File: src/rtl/phyb_pkg.sv
// Package: shared layout of the bridge control word and PHY port widths.
// Assumes a 32-bit host word and a 16-bit PHY register file.
package phyb_pkg;
    localparam int PHY_AW = 8;
    localparam int PHY_DW = 16;
    localparam int WORD_W = 32;

    // Control word, MSB first: data, address, busy, zeros, timeout, collision, op
    typedef struct packed {
        logic [PHY_DW-1:0] data;
        logic [PHY_AW-1:0] addr;
        logic              busy;
        logic [3:0]        zero;
        logic              err_tmo;
        logic              err_col;
        logic              op_wr;
    } ctrl_word_t;
endpackage

File: src/rtl/phyb_timeout.sv
// Module: counts cycles of an outstanding PHY operation and flags expiry.
// Assumes busy is the bridge's own busy flag; the count restarts whenever idle.
module phyb_timeout #(
    parameter int TIMEOUT_CYCLES = 4096
) (
    input  logic clk,
    input  logic rst_n,
    input  logic busy,
    input  logic ack,
    output logic expire
);
    localparam int CW = (TIMEOUT_CYCLES > 2) ? $clog2(TIMEOUT_CYCLES) : 1;
    localparam logic [CW-1:0] LAST = CW'(TIMEOUT_CYCLES - 1);

    logic [CW-1:0] cnt;

    // Busy-cycle counter, cleared while idle or in reset
    always_ff @(posedge clk) begin
        if (!rst_n || !busy) cnt <= '0;
        else if (cnt != LAST) cnt <= cnt + 1'b1;
    end

    // Expiry only when the window is used up and no acknowledge is present
    assign expire = busy && !ack && (cnt == LAST);

    p_cnt_idle_r7: assert property (@(posedge clk) disable iff (!rst_n)
        !busy |=> (cnt == '0));
endmodule

File: src/rtl/phyb_cmd_reg.sv
// Module: holds the combined command/status/data word and its busy flag.
// Assumes one operation at a time; completion, timeout and collision are
// resolved here with acknowledge winning over timeout.
module phyb_cmd_reg
    import phyb_pkg::*;
(
    input  logic              clk,
    input  logic              rst_n,
    input  logic              host_valid,
    input  logic              host_we,
    input  logic [WORD_W-1:0] host_wdata,
    input  logic              phy_ack,
    input  logic [PHY_DW-1:0] phy_rdata,
    input  logic              expire,
    output ctrl_word_t        word
);
    ctrl_word_t w_in;
    logic accept, collide, done;

    assign w_in    = ctrl_word_t'(host_wdata);
    assign accept  = host_valid && host_we && !word.busy;
    assign collide = host_valid && host_we && word.busy;
    assign done    = word.busy && phy_ack;

    // Bits the host may not set: hardware owns busy, flags and zeros
    logic unused_wbits;
    assign unused_wbits = ^{w_in.busy, w_in.zero, w_in.err_tmo, w_in.err_col};

    // Word update: start, completion, timeout, collision
    always_ff @(posedge clk) begin
        if (!rst_n) begin
            word <= '0;
        end else if (accept) begin
            word.op_wr   <= w_in.op_wr;
            word.addr    <= w_in.addr;
            word.data    <= w_in.data;
            word.busy    <= 1'b1;
            word.err_col <= 1'b0;
            word.err_tmo <= 1'b0;
        end else begin
            if (done) begin
                word.busy <= 1'b0;
                if (!word.op_wr) word.data <= phy_rdata;
            end else if (expire) begin
                word.busy    <= 1'b0;
                word.err_tmo <= 1'b1;
            end
            if (collide) word.err_col <= 1'b1;
        end
    end

    p_start_r1: assert property (@(posedge clk) disable iff (!rst_n)
        (!word.busy && host_valid && host_we) |=>
            (word.busy && word.addr == $past(host_wdata[15:8])));
    p_done_r3: assert property (@(posedge clk) disable iff (!rst_n)
        (word.busy && phy_ack) |=> !word.busy);
    p_rdata_r4: assert property (@(posedge clk) disable iff (!rst_n)
        (word.busy && phy_ack && !word.op_wr) |=> (word.data == $past(phy_rdata)));
    p_wdata_keep_r5: assert property (@(posedge clk) disable iff (!rst_n)
        (word.busy && phy_ack && word.op_wr) |=> $stable(word.data));
    p_collide_r6: assert property (@(posedge clk) disable iff (!rst_n)
        (word.busy && host_valid && host_we) |=>
            (word.err_col && $stable(word.addr) && $stable(word.op_wr)));
    p_tmo_r7: assert property (@(posedge clk) disable iff (!rst_n)
        (expire && !host_valid) |=> (!word.busy && word.err_tmo && $stable(word.data)));
    p_zero_r9: assert property (@(posedge clk) disable iff (!rst_n)
        word.zero == 4'b0);
endmodule

File: src/rtl/phy_reg_bridge.sv
// Module: top of the PHY configuration register bridge. A host write of the
// control word starts one PHY register operation; the word reports busy,
// sticky errors and read data. Assumes the PHY answers with a one-cycle ack.
module phy_reg_bridge
    import phyb_pkg::*;
#(
    parameter int TIMEOUT_CYCLES = 4096
) (
    input  logic              clk,
    input  logic              rst_n,
    input  logic              host_valid,
    input  logic              host_we,
    input  logic [WORD_W-1:0] host_wdata,
    output logic              host_ready,
    output logic [WORD_W-1:0] host_rdata,
    output logic              phy_req,
    output logic              phy_we,
    output logic [PHY_AW-1:0] phy_addr,
    output logic [PHY_DW-1:0] phy_wdata,
    input  logic              phy_ack,
    input  logic [PHY_DW-1:0] phy_rdata
);
    ctrl_word_t word;
    logic       expire;

    phyb_cmd_reg u_cmd (
        .clk        (clk),
        .rst_n      (rst_n),
        .host_valid (host_valid),
        .host_we    (host_we),
        .host_wdata (host_wdata),
        .phy_ack    (phy_ack),
        .phy_rdata  (phy_rdata),
        .expire     (expire),
        .word       (word)
    );

    phyb_timeout #(.TIMEOUT_CYCLES(TIMEOUT_CYCLES)) u_tmo (
        .clk    (clk),
        .rst_n  (rst_n),
        .busy   (word.busy),
        .ack    (phy_ack),
        .expire (expire)
    );

    // Host side: single register, always ready, word shown directly
    assign host_ready = 1'b1;
    assign host_rdata = word;

    // PHY side: request is the busy flag; fields come from the word
    assign phy_req   = word.busy;
    assign phy_we    = word.op_wr;
    assign phy_addr  = word.addr;
    assign phy_wdata = word.data;

    p_req_hold_r3: assert property (@(posedge clk) disable iff (!rst_n)
        (phy_req && !phy_ack && !expire) |=> (phy_req && $stable(phy_addr) && $stable(phy_we)));
    p_wdata_hold_r2: assert property (@(posedge clk) disable iff (!rst_n)
        (phy_req && phy_we && !phy_ack && !expire) |=> $stable(phy_wdata));
endmodule

File: config.mk
export PLATFORM = sky130hd
export DESIGN_NAME = phy_reg_bridge
export DESIGN_NICKNAME = d
export VERILOG_FILES = /design/src/rtl/phyb_pkg.sv /design/src/rtl/phyb_timeout.sv /design/src/rtl/phyb_cmd_reg.sv /design/src/rtl/phy_reg_bridge.sv
export SDC_FILE = /design/constraint.sdc
export NUM_CORES = 1
export LEC_CHECK = 0
export ABC_AREA = 0
export BUFFER_PORTS_ARGS = -buffer_cell sky130_fd_sc_hd__buf_2
export CAP_MARGIN = 5
export CORE_UTILIZATION = 47
export CTS_CLUSTER_SIZE = 10
export DETAILED_ROUTE_END_ITERATION = 10
export PLACE_DENSITY_LB_ADDON = 0.08
export SYNTH_ARGS = -nofsm -noshare
export SYNTH_HDL_FRONTEND = slang
export SYNTH_HIERARCHICAL = 1
export SYNTH_SLANG_ARGS = --single-unit
File: constraint.sdc
create_clock -name clk -period 2.9 [get_ports clk]
set_input_delay 0.29 -clock clk [delete_from_list [all_inputs] [get_ports clk]]
set_output_delay 0.29 -clock clk [all_outputs]
set_load 0.005 [all_outputs]
==> results of run 1 <==
power by group:
group | total (mW) | internal [mW] | leakage (nW) | switching, mW
Combinational | 0.164 | 0.0832 | 0.707 | 0.0805
Clock | 0.490 | 0.304 | 0.0645 | 0.186
Sequential | 0.595 | 0.576 | 0.327 | 0.0192
layout make-up:
type | instances | area (µm²)
clock buffer | 7 | 96.34
clock inverter | 1 | 30.03
fill | 394 | 1638
inverter | 16 | 60.06
multi-input combinational | 132 | 845.8
sequential | 40 | 800.8
tap | 50 | 62.56
timing repair buffer | 99 | 495.5
cell families after synthesis:
| family | after synthesis | share of synthesized area |
|---|---|---|
| AND/OR/NAND/NOR | 64 | 0.1733 |
| XOR/XNOR | 4 | 0.01758 |
| multiplexers | 2 | 0.01004 |
| buffers and inverters | 58 | 0.1795 |
| other | 2 | 0.003768 |
| flip-flops | 40 | 0.4018 |
| AO/OA/AOI/OAI | 56 | 0.2078 |
| adder cells (fa/ha/maj) | 1 | 0.006276 |
per-stage QoR:
stage	hold WS, ns	total power [mW]	std cells	util
5_1_grt	0.2531	1.314	345	0.5935
6_report	0.2455	1.249	345	0.5935
2_1_floorplan	0.4349	0.7282	230	-
4_1_cts	0.2407	1.266	345	0.5935
3_3_place_gp	0.4450	0.7722	337	0.5621
3_5_place_dp	0.4493	0.7739	337	0.5621
critical path, stage by stage, from the launching register on:
cell and delay, ns:
sky130_fd_sc_hd__dfxtp_1 0.39, sky130_fd_sc_hd__ha_1 0.25, sky130_fd_sc_hd__and4_2 0.33, sky130_fd_sc_hd__nand3_1 0.26, sky130_fd_sc_hd__nor3b_1 0.33, sky130_fd_sc_hd__nor2_1 0.08
sky130_fd_sc_hd__a21oi_1 0.15, sky130_fd_sc_hd__nor2b_1 0.06
how the worst max path moves through the flow:
stage / depth (start not counted) / start / slack [ns] / end
global placement: 7 / u_tmo/cnt[0] / 1.02 / u_cmd/word[7]
finish: 7 / u_tmo/cnt[0] / 0.95 / u_cmd/word[7]
floorplan: 8 / u_tmo/cnt[0] / 1.19 / u_cmd/word[7]
CTS: 7 / u_tmo/cnt[0] / 0.97 / u_cmd/word[7]
global route: 7 / u_tmo/cnt[0] / 0.78 / u_cmd/word[7]
detailed placement: 7 / u_tmo/cnt[0] / 1.01 / u_cmd/word[7]
sequential cells by signal (all words and copies together), names as in the netlist:
name and cells:
u_tmo/cnt 12, u_cmd/word 28
metal layers:
metal | wire length, µm | track usage | vias up | share of wire
li1 | - | - | 884 | -
met1 | 1852 | 0.2173 | 752 | 0.45
met2 | 1894 | 0.3075 | 67 | 0.47
met3 | 285 | 0.04623 | 5 | 0.070
met4 | 40 | 0.07979 | 0 | 0.0098
met5 | 0 | 0 | - | 0
placed cells by master (no fill, tap or decap), drive strengths merged:
cell and count:
nand4 3, nor4 1, a21boi 10, dfxtp 40, and3b 1, o211ai 1, or3 1, bufinv 1
or2 1, nor3 5, a31oi 4, nand3 6, nor2 7, a21oi 23, nor2b 1, inv 16
nand3b 2, o221ai 16, o21ai 1, a311oi 1, and4 2, and3 1, mux2i 2, clkbuf 7
and2 1, conb 5, nand2 30, ha 1, buf 99, nor3b 2, xnor2 4
==> metrics.log, run 1 <==
[metrics] io pins: 112
[metrics] clock transition at the register clock pins on the worst setup and hold paths after CTS: about 0.070 ns
[metrics] signal arrival time at the worst endpoint: 2.13 ns
[metrics] area added between synthesis and finish: 19.96%
[metrics] die area: roughly 4500 µm²
[metrics] worst-case clock buffer depth: 2
[metrics] per-cell via count in the routed design: 4.951
[metrics] Min-Delay Path Class: input port to register
[metrics] CTS resizes: 0
[metrics] top cell type's share of synthesized area: 0.4018
[metrics] # port buffers: around 100
[metrics] placer's final routability congestion estimate: 0.8345
[metrics] worst slack, placed: between 1 and 1.5 ns
[metrics] initial antenna violation count: 0
[metrics] Syn Inst Count: around 230
[metrics] final sum of negative setup slack: 0 ns
[metrics] Leak Pwr: 1.099 nW
[metrics] RSZ-0062 raised after global routing: no
[metrics] terminating pin of the worst hold path: u_cmd/word[14]
[metrics] startpoint types: register
[metrics] total congestion overflow after global routing: 0
[metrics] antenna-violating nets left: 0
[metrics] part of the Yosys area used for sequential elements: 0.4018
[metrics] CORE AREA: ~4000 µm²
[metrics] placed standard-cell area: 2265 µm²
[metrics] EDFF count, synth: 0
[metrics] synthesized area per cell: 8.780 µm²
[metrics] vias in the first global route: between 1,000 and 1,500
[metrics] launch instance of the worst register-to-register path: u_tmo/cnt[0]
[metrics] largest area contributor in the synthesized netlist: sky130_fd_sc_hd__dfxtp_1
[metrics] overall via count from detail_route: between 1,500 and 2,000
[metrics] overall routed net length: 4.071 mm
[metrics] GRT Overall Usage: 0.1827
[metrics] post-route minimum period: 1.946 ns
[metrics] peak supply drop: 0.2793 mV
[metrics] summed instance area of the synthesized netlist: 1993 µm²
[metrics] DIE WIDTH: 67.12 µm
[metrics] most frequently used flop master after synthesis: sky130_fd_sc_hd__dfxtp_1
[metrics] placed wire-length estimate: 2.845 mm
[metrics] worst setup slack after layout: 0.9542 ns
[metrics] initial cell density of the core: 0.4947
[metrics] number of sinks handled by clock tree synthesis: 40
[metrics] die height: about 67 µm
[metrics] clk_lat worst skew: 0.29 ns
[metrics] Yosys warning total: 6
[metrics] outcome: finished, final reports clean
[metrics] initial detailed-routing violation count: 85
[metrics] CTS root buf: sky130_fd_sc_hd__clkbuf_8
[metrics] R2R depth: 7
[metrics] flop-to-flop setup slack: 0.95 ns
[metrics] number of buffers inserted by post-CTS setup repair: 0
[metrics] number of clock buffers inserted by TritonCTS: 5
[metrics] number of endpoints with negative hold slack in the final report: 0
[metrics] data required time at the worst endpoint: 3.08 ns
[metrics] number of antenna cells inserted: 0
[metrics] flops & latches, synth: 40
[metrics] Crit Path Max Fanout: 6
[metrics] number of cell rows: 23
[metrics] cell with the most instances after synthesis: sky130_fd_sc_hd__dfxtp_1
[metrics] Yosys cell types: 36
[metrics] Worst Skew: 0.005767 ns
[metrics] maximum number of pins on one net before global-route repair: 31
[metrics] hold path depth: 3
[metrics] number of buffers added to fix hold violations after cts: 0
[metrics] DRC Markers: 0
[metrics] max capacitance violation total: 0
[metrics] worst r2r dst: u_cmd/word[7]
[metrics] fmax: 0.5139 GHz
[metrics] global-route wire length before repair: 6.265 mm
[metrics] fraction of final layout cells with drive strength greater than 1: 0.4169
[metrics] category of the most critical setup path: register to register
[metrics] TritonCTS clock tree: done
[metrics] layout net count: 348
[metrics] total setup violations reported at the end of the flow: 0
[metrics] Setup crit end kind: register
[metrics] length of the first detailed-routing pass in iterations: 4
[metrics] Async S/R FF share, synth: 0
[metrics] post-route standard cell area excluding fillers: around 2400 µm²
[metrics] list of most frequent post-synthesis cells: 40 x sky130_fd_sc_hd__dfxtp_1, 32 x sky130_fd_sc_hd__buf_4, 30 x sky130_fd_sc_hd__nand2_1
[metrics] pwr dens: about 520 nW/µm²
[metrics] per-cell routed wire length: 11.80 µm
[metrics] largest cells by area after synthesis: sky130_fd_sc_hd__dfxtp_1 40%, sky130_fd_sc_hd__buf_4 12%, sky130_fd_sc_hd__o221ai_1 7.0%, sky130_fd_sc_hd__nand2_1 5.6%, sky130_fd_sc_hd__a21oi_2 4.4%
[metrics] share of the clock period used by the worst path: 0.6710
[metrics] worst min-delay path startpoint: host_wdata[14]
[metrics] max-slew violation total from the final report: 0
[metrics] count of H-tree levels built during CTS: 2
(Power assumes the default switching activity.)
==> run 2, diff against run 1 <==
Settings changed: CORE_UTILIZATION 47 to 44.
Clock period 2.9 ns to 2 ns, I/O delays scaled along.
==> run 2 against run 1 <==
- non-clock buffer count rose by 4
- combinational power rose by 49%
- design area did not move
- register-to-register slack got worse by 0.65 ns
- critical path type unchanged
- largest cell class unchanged
==> metrics.log, run 2 (same netlist as run 1, synthesis figures left out) <==
[metrics] max-slew violation total from the final report: 0 (unchanged)
[metrics] Switching Share: 0.2498 (+0.02089)
[metrics] combinational power share: 0.147 (+0.016)
[metrics] overall routed net length: 3.969 mm (-2.5%)
[metrics] io pins: 112 (unchanged)
[metrics] category of the most critical setup path: register to register
[metrics] Setup crit end kind: register
[metrics] Worst Skew: 0.006720 ns (+0.0009531 ns)
[metrics] total setup violations reported at the end of the flow: 0 (unchanged)
[metrics] clock network fraction of total power: 0.332 (-0.060)
[metrics] placed standard-cell area: 2297 µm² (+1.4%)
[metrics] clk_lat worst skew: 0.29 ns (about the same)
[metrics] fraction of final layout cells with drive strength greater than 1: 0.4214 (+0.004456)
[metrics] CTS resizes: 0 (unchanged)
[metrics] Min-Delay Path Class: input port to register
[metrics] Leak Pwr: 1.097 nW (-0.12%)
[metrics] # port buffers: 99 (unchanged)
[metrics] number of endpoints with negative hold slack in the final report: 0 (unchanged)
[metrics] routed wire length on met2: 1.800 mm (-5.0%)
[metrics] final sum of negative setup slack: 0 ns (unchanged)
[metrics] initial detailed-routing violation count: 44 (-48%)
[metrics] fmax: 0.5898 GHz (+15%)
[metrics] R2R depth: 7 (unchanged)
[metrics] worst slack, placed: 0.3115 ns (-0.7021 ns)
[metrics] overall via count from detail_route: 1,717 (+0.53%)
[metrics] max capacitance violation total: 0 (unchanged)
[metrics] Placed Cells incl. Taps: 343 (+1.8%)
[metrics] share of the clock period used by the worst path: 0.8478 (+0.1768)
[metrics] pwr dens: 691.3 nW/µm² (+32%)
[metrics] post-route standard cell area excluding fillers: 2391 µm² (unchanged)
[metrics] Biggest register: u_cmd/word
[metrics] worst min-delay path startpoint: host_wdata[10]
[metrics] number of flip-flops under the largest register name: 28 (unchanged)
[metrics] worst-case clock buffer depth: 2 (unchanged)
[metrics] data required time at the worst endpoint: 2.18 ns (-0.90 ns)
[metrics] area added between synthesis and finish: 19.96% (unchanged)
[metrics] largest registers: u_cmd/word: 28 flops, u_tmo/cnt: 12 flops
[metrics] DIE WIDTH: 69.31 µm (+3.3%)
[metrics] proportion of power drawn by flip-flops and latches: 0.521 (+0.044)
[metrics] placed wire-length estimate: 2.909 mm (+2.2%)
[metrics] signal arrival time at the worst endpoint: 1.88 ns (-0.25 ns)
[metrics] length of the first detailed-routing pass in iterations: 4 (unchanged)
[metrics] count of H-tree levels built during CTS: 2 (unchanged)
[metrics] number of antenna cells inserted: 0 (unchanged)
[metrics] GRT Overall Usage: 0.1700 (-0.01272)
[metrics] TritonCTS clock tree: done
[metrics] clock transition at the register clock pins on the worst setup and hold paths after CTS: 0.07 ns (about the same)
[metrics] Worst Hold Margin: 0.1564 ns (-0.08910 ns)
[metrics] routed length on met1: 1.902 mm (+2.7%)
[metrics] most common cell after layout, fill and taps aside: sky130_fd_sc_hd__buf_2
[metrics] die area: 4803 µm² (+6.6%)
[metrics] die height: 69.31 µm (+3.3%)
[metrics] number of cell rows: 24 (+4.3%)
[metrics] number of clock buffers inserted by TritonCTS: 5 (unchanged)
[metrics] PnR Total Power: 1.653 mW (+32%)
[metrics] launch instance of the worst register-to-register path: u_tmo/cnt[0]
[metrics] CORE AREA: 4354 µm² (+8.1%)
[metrics] Crit Path Max Fanout: 6 (unchanged)
[metrics] initial antenna violation count: 0 (unchanged)
[metrics] filler cell count: 414 (+5.1%)
[metrics] antenna-violating nets left: 0 (unchanged)
[metrics] number of buffers added to fix hold violations after cts: 0 (unchanged)
[metrics] flop-to-flop setup slack: 0.30 ns (-0.65 ns)
[metrics] vias in the first global route: 1,468 (+1.5%)
[metrics] DRC Markers: 0 (unchanged)
[metrics] hold path depth: 3 (unchanged)
[metrics] wire length on met3: 236 µm (-17%)
[metrics] total congestion overflow after global routing: 0 (unchanged)
[metrics] outcome: finished, final reports clean
[metrics] terminating pin of the worst hold path: u_cmd/word[10]
[metrics] P_sw: 412.8 µW (+44%)
[metrics] global-route wire length before repair: 6.637 mm (+5.9%)
[metrics] most used cells in the layout excluding fill and tap cells: 99 x sky130_fd_sc_hd__buf_2, 40 x sky130_fd_sc_hd__dfxtp_1, 30 x sky130_fd_sc_hd__nand2_1
[metrics] number of sinks handled by clock tree synthesis: 40 (unchanged)
[metrics] initial cell density of the core: 0.4578 (-0.03696)
[metrics] CTS root buf: sky130_fd_sc_hd__clkbuf_8
[metrics] post-route minimum period: 1.696 ns (-0.2502 ns)
[metrics] worst r2r dst: u_cmd/word[7]
[metrics] uppermost layer routed: met4
[metrics] per-cell routed wire length: 11.31 µm (-4.2%)
[metrics] RSZ-0062 raised after global routing: no
[metrics] peak supply drop: 0.3484 mV (+25%)
[metrics] number of buffers inserted by post-CTS setup repair: 0 (unchanged)
[metrics] maximum number of pins on one net before global-route repair: 18 (-42%)
[metrics] layout net count: 352 (+1.1%)
[metrics] post-layout instance count excluding filler cells: 351 (+1.7%)
[metrics] startpoint types: register
[metrics] worst setup slack after layout: 0.3044 ns (-0.6498 ns)
[metrics] placer's final routability congestion estimate: 0.7256 (-13%)
[metrics] internal power contribution: 1.240 mW (+29%)
[metrics] fin util: 0.5491 (-0.04434)
[metrics] per-cell via count in the routed design: 4.892 (-1.2%)
[run 2: cell count changes in the layout (fill, tap and decap cells not counted), sizes merged]
cell / previous run / this run
clkinvlp: 0 / 1
buf: 99 / 103
bufinv: 1 / 0
[run 2: how the worst max path moves through the flow]
stage / startpoint / cells past startpoint / end
final: u_tmo/cnt[0] / 7 / u_cmd/word[7]
after global routing: u_tmo/cnt[0] / 7 / u_cmd/word[7]
after CTS: u_tmo/cnt[0] / 7 / u_cmd/word[7]
after detailed placement: u_tmo/cnt[0] / 7 / u_cmd/word[7]
after global placement: u_tmo/cnt[0] / 7 / u_cmd/word[7]
after floorplan: u_tmo/cnt[0] / 8 / u_cmd/word[7]
[run 2: final cells by class]
type                    instances  area (µm²)  share of cell area
inverters                      16       60.06             0.02512
well taps                      52       65.06             0.02721
clock inverters                 1       7.507            0.003140
flip-flops and latches         40       800.8              0.3349
clock buffers                   7       86.33             0.03611
multi-input cells             132       845.8              0.3537
repair buffers                103       525.5              0.2198
[run 2: power groups by stage]
| stage | registers [mW] | clock network [mW] | logic, mW |
|---|---|---|---|
| 2_1_floorplan | 0.885 | 0 | 0.170 |
| 3_3_place_gp | 0.879 | 0 | 0.246 |
| 3_5_place_dp | 0.880 | 0 | 0.246 |
| 4_1_cts | 0.862 | 0.571 | 0.246 |
| 5_1_grt | 0.868 | 0.618 | 0.272 |
| 6_report | 0.861 | 0.548 | 0.244 |
[run 2: per-layer routing]
| metal | global-route usage | up-vias |
|---|---|---|
| met5 | 0 | - |
| met4 | 0.06122 | 0 |
| met3 | 0.04070 | 4 |
| met2 | 0.2740 | 63 |
| met1 | 0.2210 | 760 |
| li1 | - | 890 |
[run 2: critical path, cell delays in order, from the launching register on]
cell and delay [ns]:
sky130_fd_sc_hd__dfxtp_1 0.39, sky130_fd_sc_hd__ha_1 0.25, sky130_fd_sc_hd__and4_2 0.33, sky130_fd_sc_hd__nand3_1 0.10
sky130_fd_sc_hd__nor3b_1 0.24, sky130_fd_sc_hd__nor2_1 0.08, sky130_fd_sc_hd__a21oi_1 0.14, sky130_fd_sc_hd__nor2b_1 0.05
==> run 3, diff against run 2 <==
Clock period 2 ns to 1.8 ns, I/O delays scaled along.
==> run 3 against run 2 <==
- die area unchanged
- design area up 1.1%
- worst hold slack worse by 0.023 ns
- final cell count up 0.28%
- register-to-register slack worse by 0.14 ns
- sequential cell count unchanged
- global-route usage up 0.58 points
- combinational power up 12%
- clock power up 30%
- first-iteration DRC count down 2.3%
- total power up 17%
- critical path type unchanged
- critical endpoint unchanged
- highest routed layer unchanged
==> metrics.log, run 3 (same netlist as run 1, synthesis figures left out) <==
[metrics] max-slew violation total from the final report: 0 (unchanged)
[metrics] DRC Markers: 0 (unchanged)
[metrics] peak supply drop: 0.3701 mV (+6.2%)
[metrics] internal power contribution: 1.479 mW (+19%)
[metrics] overall routed net length: 3.986 mm (+0.43%)
[metrics] terminating pin of the worst hold path: u_cmd/word[10]
[metrics] DIE WIDTH: 69.31 µm (unchanged)
[metrics] Switching Share: 0.2384 (-0.01137)
[metrics] clock transition at the register clock pins on the worst setup and hold paths after CTS: 0.07 ns (about the same)
[metrics] max capacitance violation total: 0 (unchanged)
[metrics] P_sw: 463.0 µW (+12%)
[metrics] initial antenna violation count: 0 (unchanged)
[metrics] worst r2r dst: u_cmd/word[7]
[metrics] number of antenna cells inserted: 0 (unchanged)
[metrics] filler cell count: 436 (+5.3%)
[metrics] die area: 4803 µm² (unchanged)
[metrics] vias in the first global route: 1,527 (+4.0%)
[metrics] antenna-violating nets left: 0 (unchanged)
[metrics] number of endpoints with negative hold slack in the final report: 0 (unchanged)
[metrics] post-layout instance count excluding filler cells: 352 (+0.28%)
[metrics] length of the first detailed-routing pass in iterations: 4 (unchanged)
[metrics] global-route wire length before repair: 6.900 mm (+4.0%)
[metrics] maximum number of pins on one net before global-route repair: 18 (unchanged)
[metrics] final sum of negative setup slack: 0 ns (unchanged)
[metrics] clk_lat worst skew: 0.29 ns (about the same)
[metrics] worst-case clock buffer depth: 2 (unchanged)
[metrics] initial cell density of the core: 0.4578 (unchanged)
[metrics] critical path cell sequence: ha_1 > and4_2 > nand3_1 > nor3b_2 > nor2_1 > a21oi_1 > nor2b_1
[metrics] delay contributed by the slowest stage of the critical path: 0.37 ns (-0.02 ns)
[metrics] most common cell after layout, fill and taps aside: sky130_fd_sc_hd__buf_2
[metrics] CORE AREA: 4354 µm² (unchanged)
[metrics] library cell contributing the largest single delay on the critical path: sky130_fd_sc_hd__dfxtp_1
[metrics] Crit Path Max Fanout: 6 (unchanged)
[metrics] combinational power share: 0.141 (-0.006)
[metrics] fmax: 0.6114 GHz (+3.7%)
[metrics] CTS root buf: sky130_fd_sc_hd__clkbuf_8
[metrics] number of buffers inserted by post-CTS setup repair: 0 (unchanged)
[metrics] Min-Delay Path Class: input port to register
[metrics] Placed Cells incl. Taps: 344 (+0.29%)
[metrics] Setup crit end kind: register
[metrics] launch instance of the worst register-to-register path: u_tmo/cnt[1]
[metrics] PnR Total Power: 1.942 mW (+17%)
[metrics] storage element area: 800.8 µm² (unchanged)
[metrics] R2R depth: 7 (unchanged)
[metrics] hold path depth: 3 (unchanged)
[metrics] proportion of power drawn by flip-flops and latches: 0.493 (-0.028)
[metrics] initial detailed-routing violation count: 43 (-2.3%)
[metrics] total setup violations reported at the end of the flow: 0 (unchanged)
[metrics] number of cell rows: 24 (unchanged)
[metrics] pwr dens: 803.4 nW/µm² (+16%)
[metrics] layout net count: 353 (+0.28%)
[metrics] area taken by multi-input logic gates: 850.8 µm² (+0.59%)
[metrics] per-cell via count in the routed design: 4.832 (-1.2%)
[metrics] fraction of final layout cells with drive strength greater than 1: 0.4267 (+0.005262)
[metrics] number of flip-flops under the largest register name: 28 (unchanged)
[metrics] overall via count from detail_route: 1,701 (-0.93%)
[metrics] GRT Overall Usage: 0.1758 (+0.005825)
[metrics] clock network fraction of total power: 0.367 (+0.035)
[metrics] number of clock buffers inserted by TritonCTS: 5 (unchanged)
[metrics] count of H-tree levels built during CTS: 2 (unchanged)
[metrics] post-route minimum period: 1.636 ns (-0.06004 ns)
[metrics] number of buffers added to fix hold violations after cts: 0 (unchanged)
[metrics] most used cells in the layout excluding fill and tap cells: 99 x sky130_fd_sc_hd__buf_2, 40 x sky130_fd_sc_hd__dfxtp_1, 30 x sky130_fd_sc_hd__nand2_1
[metrics] worst min-delay path startpoint: host_wdata[10]
[metrics] die height: 69.31 µm (unchanged)
[metrics] placed wire-length estimate: 2.975 mm (+2.3%)
[metrics] outcome: finished, final reports clean
[metrics] Leak Pwr: 1.114 nW (+1.5%)
[metrics] startpoint types: register
[metrics] data required time at the worst endpoint: 1.98 ns (-0.20 ns)
[metrics] flop-to-flop setup slack: 0.16 ns (-0.14 ns)
[metrics] TritonCTS clock tree: done
[metrics] worst slack, placed: 0.1169 ns (-0.1946 ns)
[metrics] share of the clock period used by the worst path: 0.9086 (+0.06084)
[metrics] placer's final routability congestion estimate: 0.7085 (-2.4%)
[metrics] area added between synthesis and finish: 21.28%
[metrics] CTS resizes: 0 (unchanged)
[metrics] fin util: 0.5552 (+0.006034)
[metrics] per-cell routed wire length: 11.32 µm (+0.14%)
[metrics] number of sinks handled by clock tree synthesis: 40 (unchanged)
[metrics] category of the most critical setup path: register to register
[metrics] Biggest register: u_cmd/word
[metrics] Worst Skew: 0.005195 ns (-0.001525 ns)
[metrics] io pins: 112 (unchanged)
[metrics] RSZ-0062 raised after global routing: no
[metrics] worst setup slack after layout: 0.1645 ns (-0.1400 ns)
[metrics] largest registers: u_cmd/word: 28 flops, u_tmo/cnt: 12 flops
[metrics] total congestion overflow after global routing: 0 (unchanged)
[metrics] # port buffers: 99 (unchanged)
[metrics] signal arrival time at the worst endpoint: 1.82 ns (-0.06 ns)
run 3: changes by cell type in the layout (fill, tap and decap cells not counted):
cell,before,now
sky130_fd_sc_hd__buf_4,4,5
sky130_fd_sc_hd__clkinvlp_4,1,0
sky130_fd_sc_hd__nor3b_1,2,1
sky130_fd_sc_hd__clkinv_2,0,1
sky130_fd_sc_hd__nor3b_2,0,1
sky130_fd_sc_hd__clkbuf_8,6,5
sky130_fd_sc_hd__bufinv_16,0,1
run 3: layout make-up:
type / instances / area share
timing repair buffer: 104 / 0.2205
sequential: 40 / 0.3313
clock buffer: 6 / 0.03002
multi-input combinational: 132 / 0.3520
tap: 52 / 0.02692
clock inverter: 2 / 0.01449
inverter: 16 / 0.02484
run 3: power by group through the flow:
stage          Combinational (mW)  Clock, mW  Sequential [mW]
4_1_cts                     0.276      0.741            0.958
3_3_place_gp                0.275          0            0.976
3_5_place_dp                0.276          0            0.978
6_report                    0.273      0.712            0.957
2_1_floorplan               0.189          0            0.984
5_1_grt                     0.305      0.782            0.964
run 3: routing by layer:
layer  vias up  routed length, µm  track usage
li1        890                  -            -
met1       747               1935       0.2284
met2        59               1791       0.2794
met3         5                218      0.05378
met4         0                 41      0.05442
met5         -                  0            0
run 3: worst max-delay path by stage:
stage / start / slack (ns) / cells past startpoint / to
final: u_tmo/cnt[1] / 0.16 / 7 / u_cmd/word[7]
after global routing: u_tmo/cnt[1] / 0.03 / 7 / u_cmd/word[7]
after CTS: u_tmo/cnt[1] / 0.1 / 7 / u_cmd/word[7]
after detailed placement: u_tmo/cnt[1] / 0.12 / 7 / u_cmd/word[7]
after global placement: u_tmo/cnt[1] / 0.15 / 7 / u_cmd/word[7]
after floorplan: u_tmo/cnt[0] / 0.09 / 8 / u_cmd/word[7]
run 3: stage by stage:
step	instance area [µm²]	hold WS, ns
global route	2417	0.1320
detailed placement	2305	0.4392
CTS	2412	0.1216
global placement	2305	0.4305
finish	2417	0.1329
floorplan	2004	0.3249
run 3: worst max-delay path: cells and delay by family, from the launching register on:
kind                       cells  cell delay, ns
AOI/OAI and AO/OA              1            0.15
adders and majority gates      1            0.24
DFF                            1            0.37
and+or+nand+nor                5            0.78
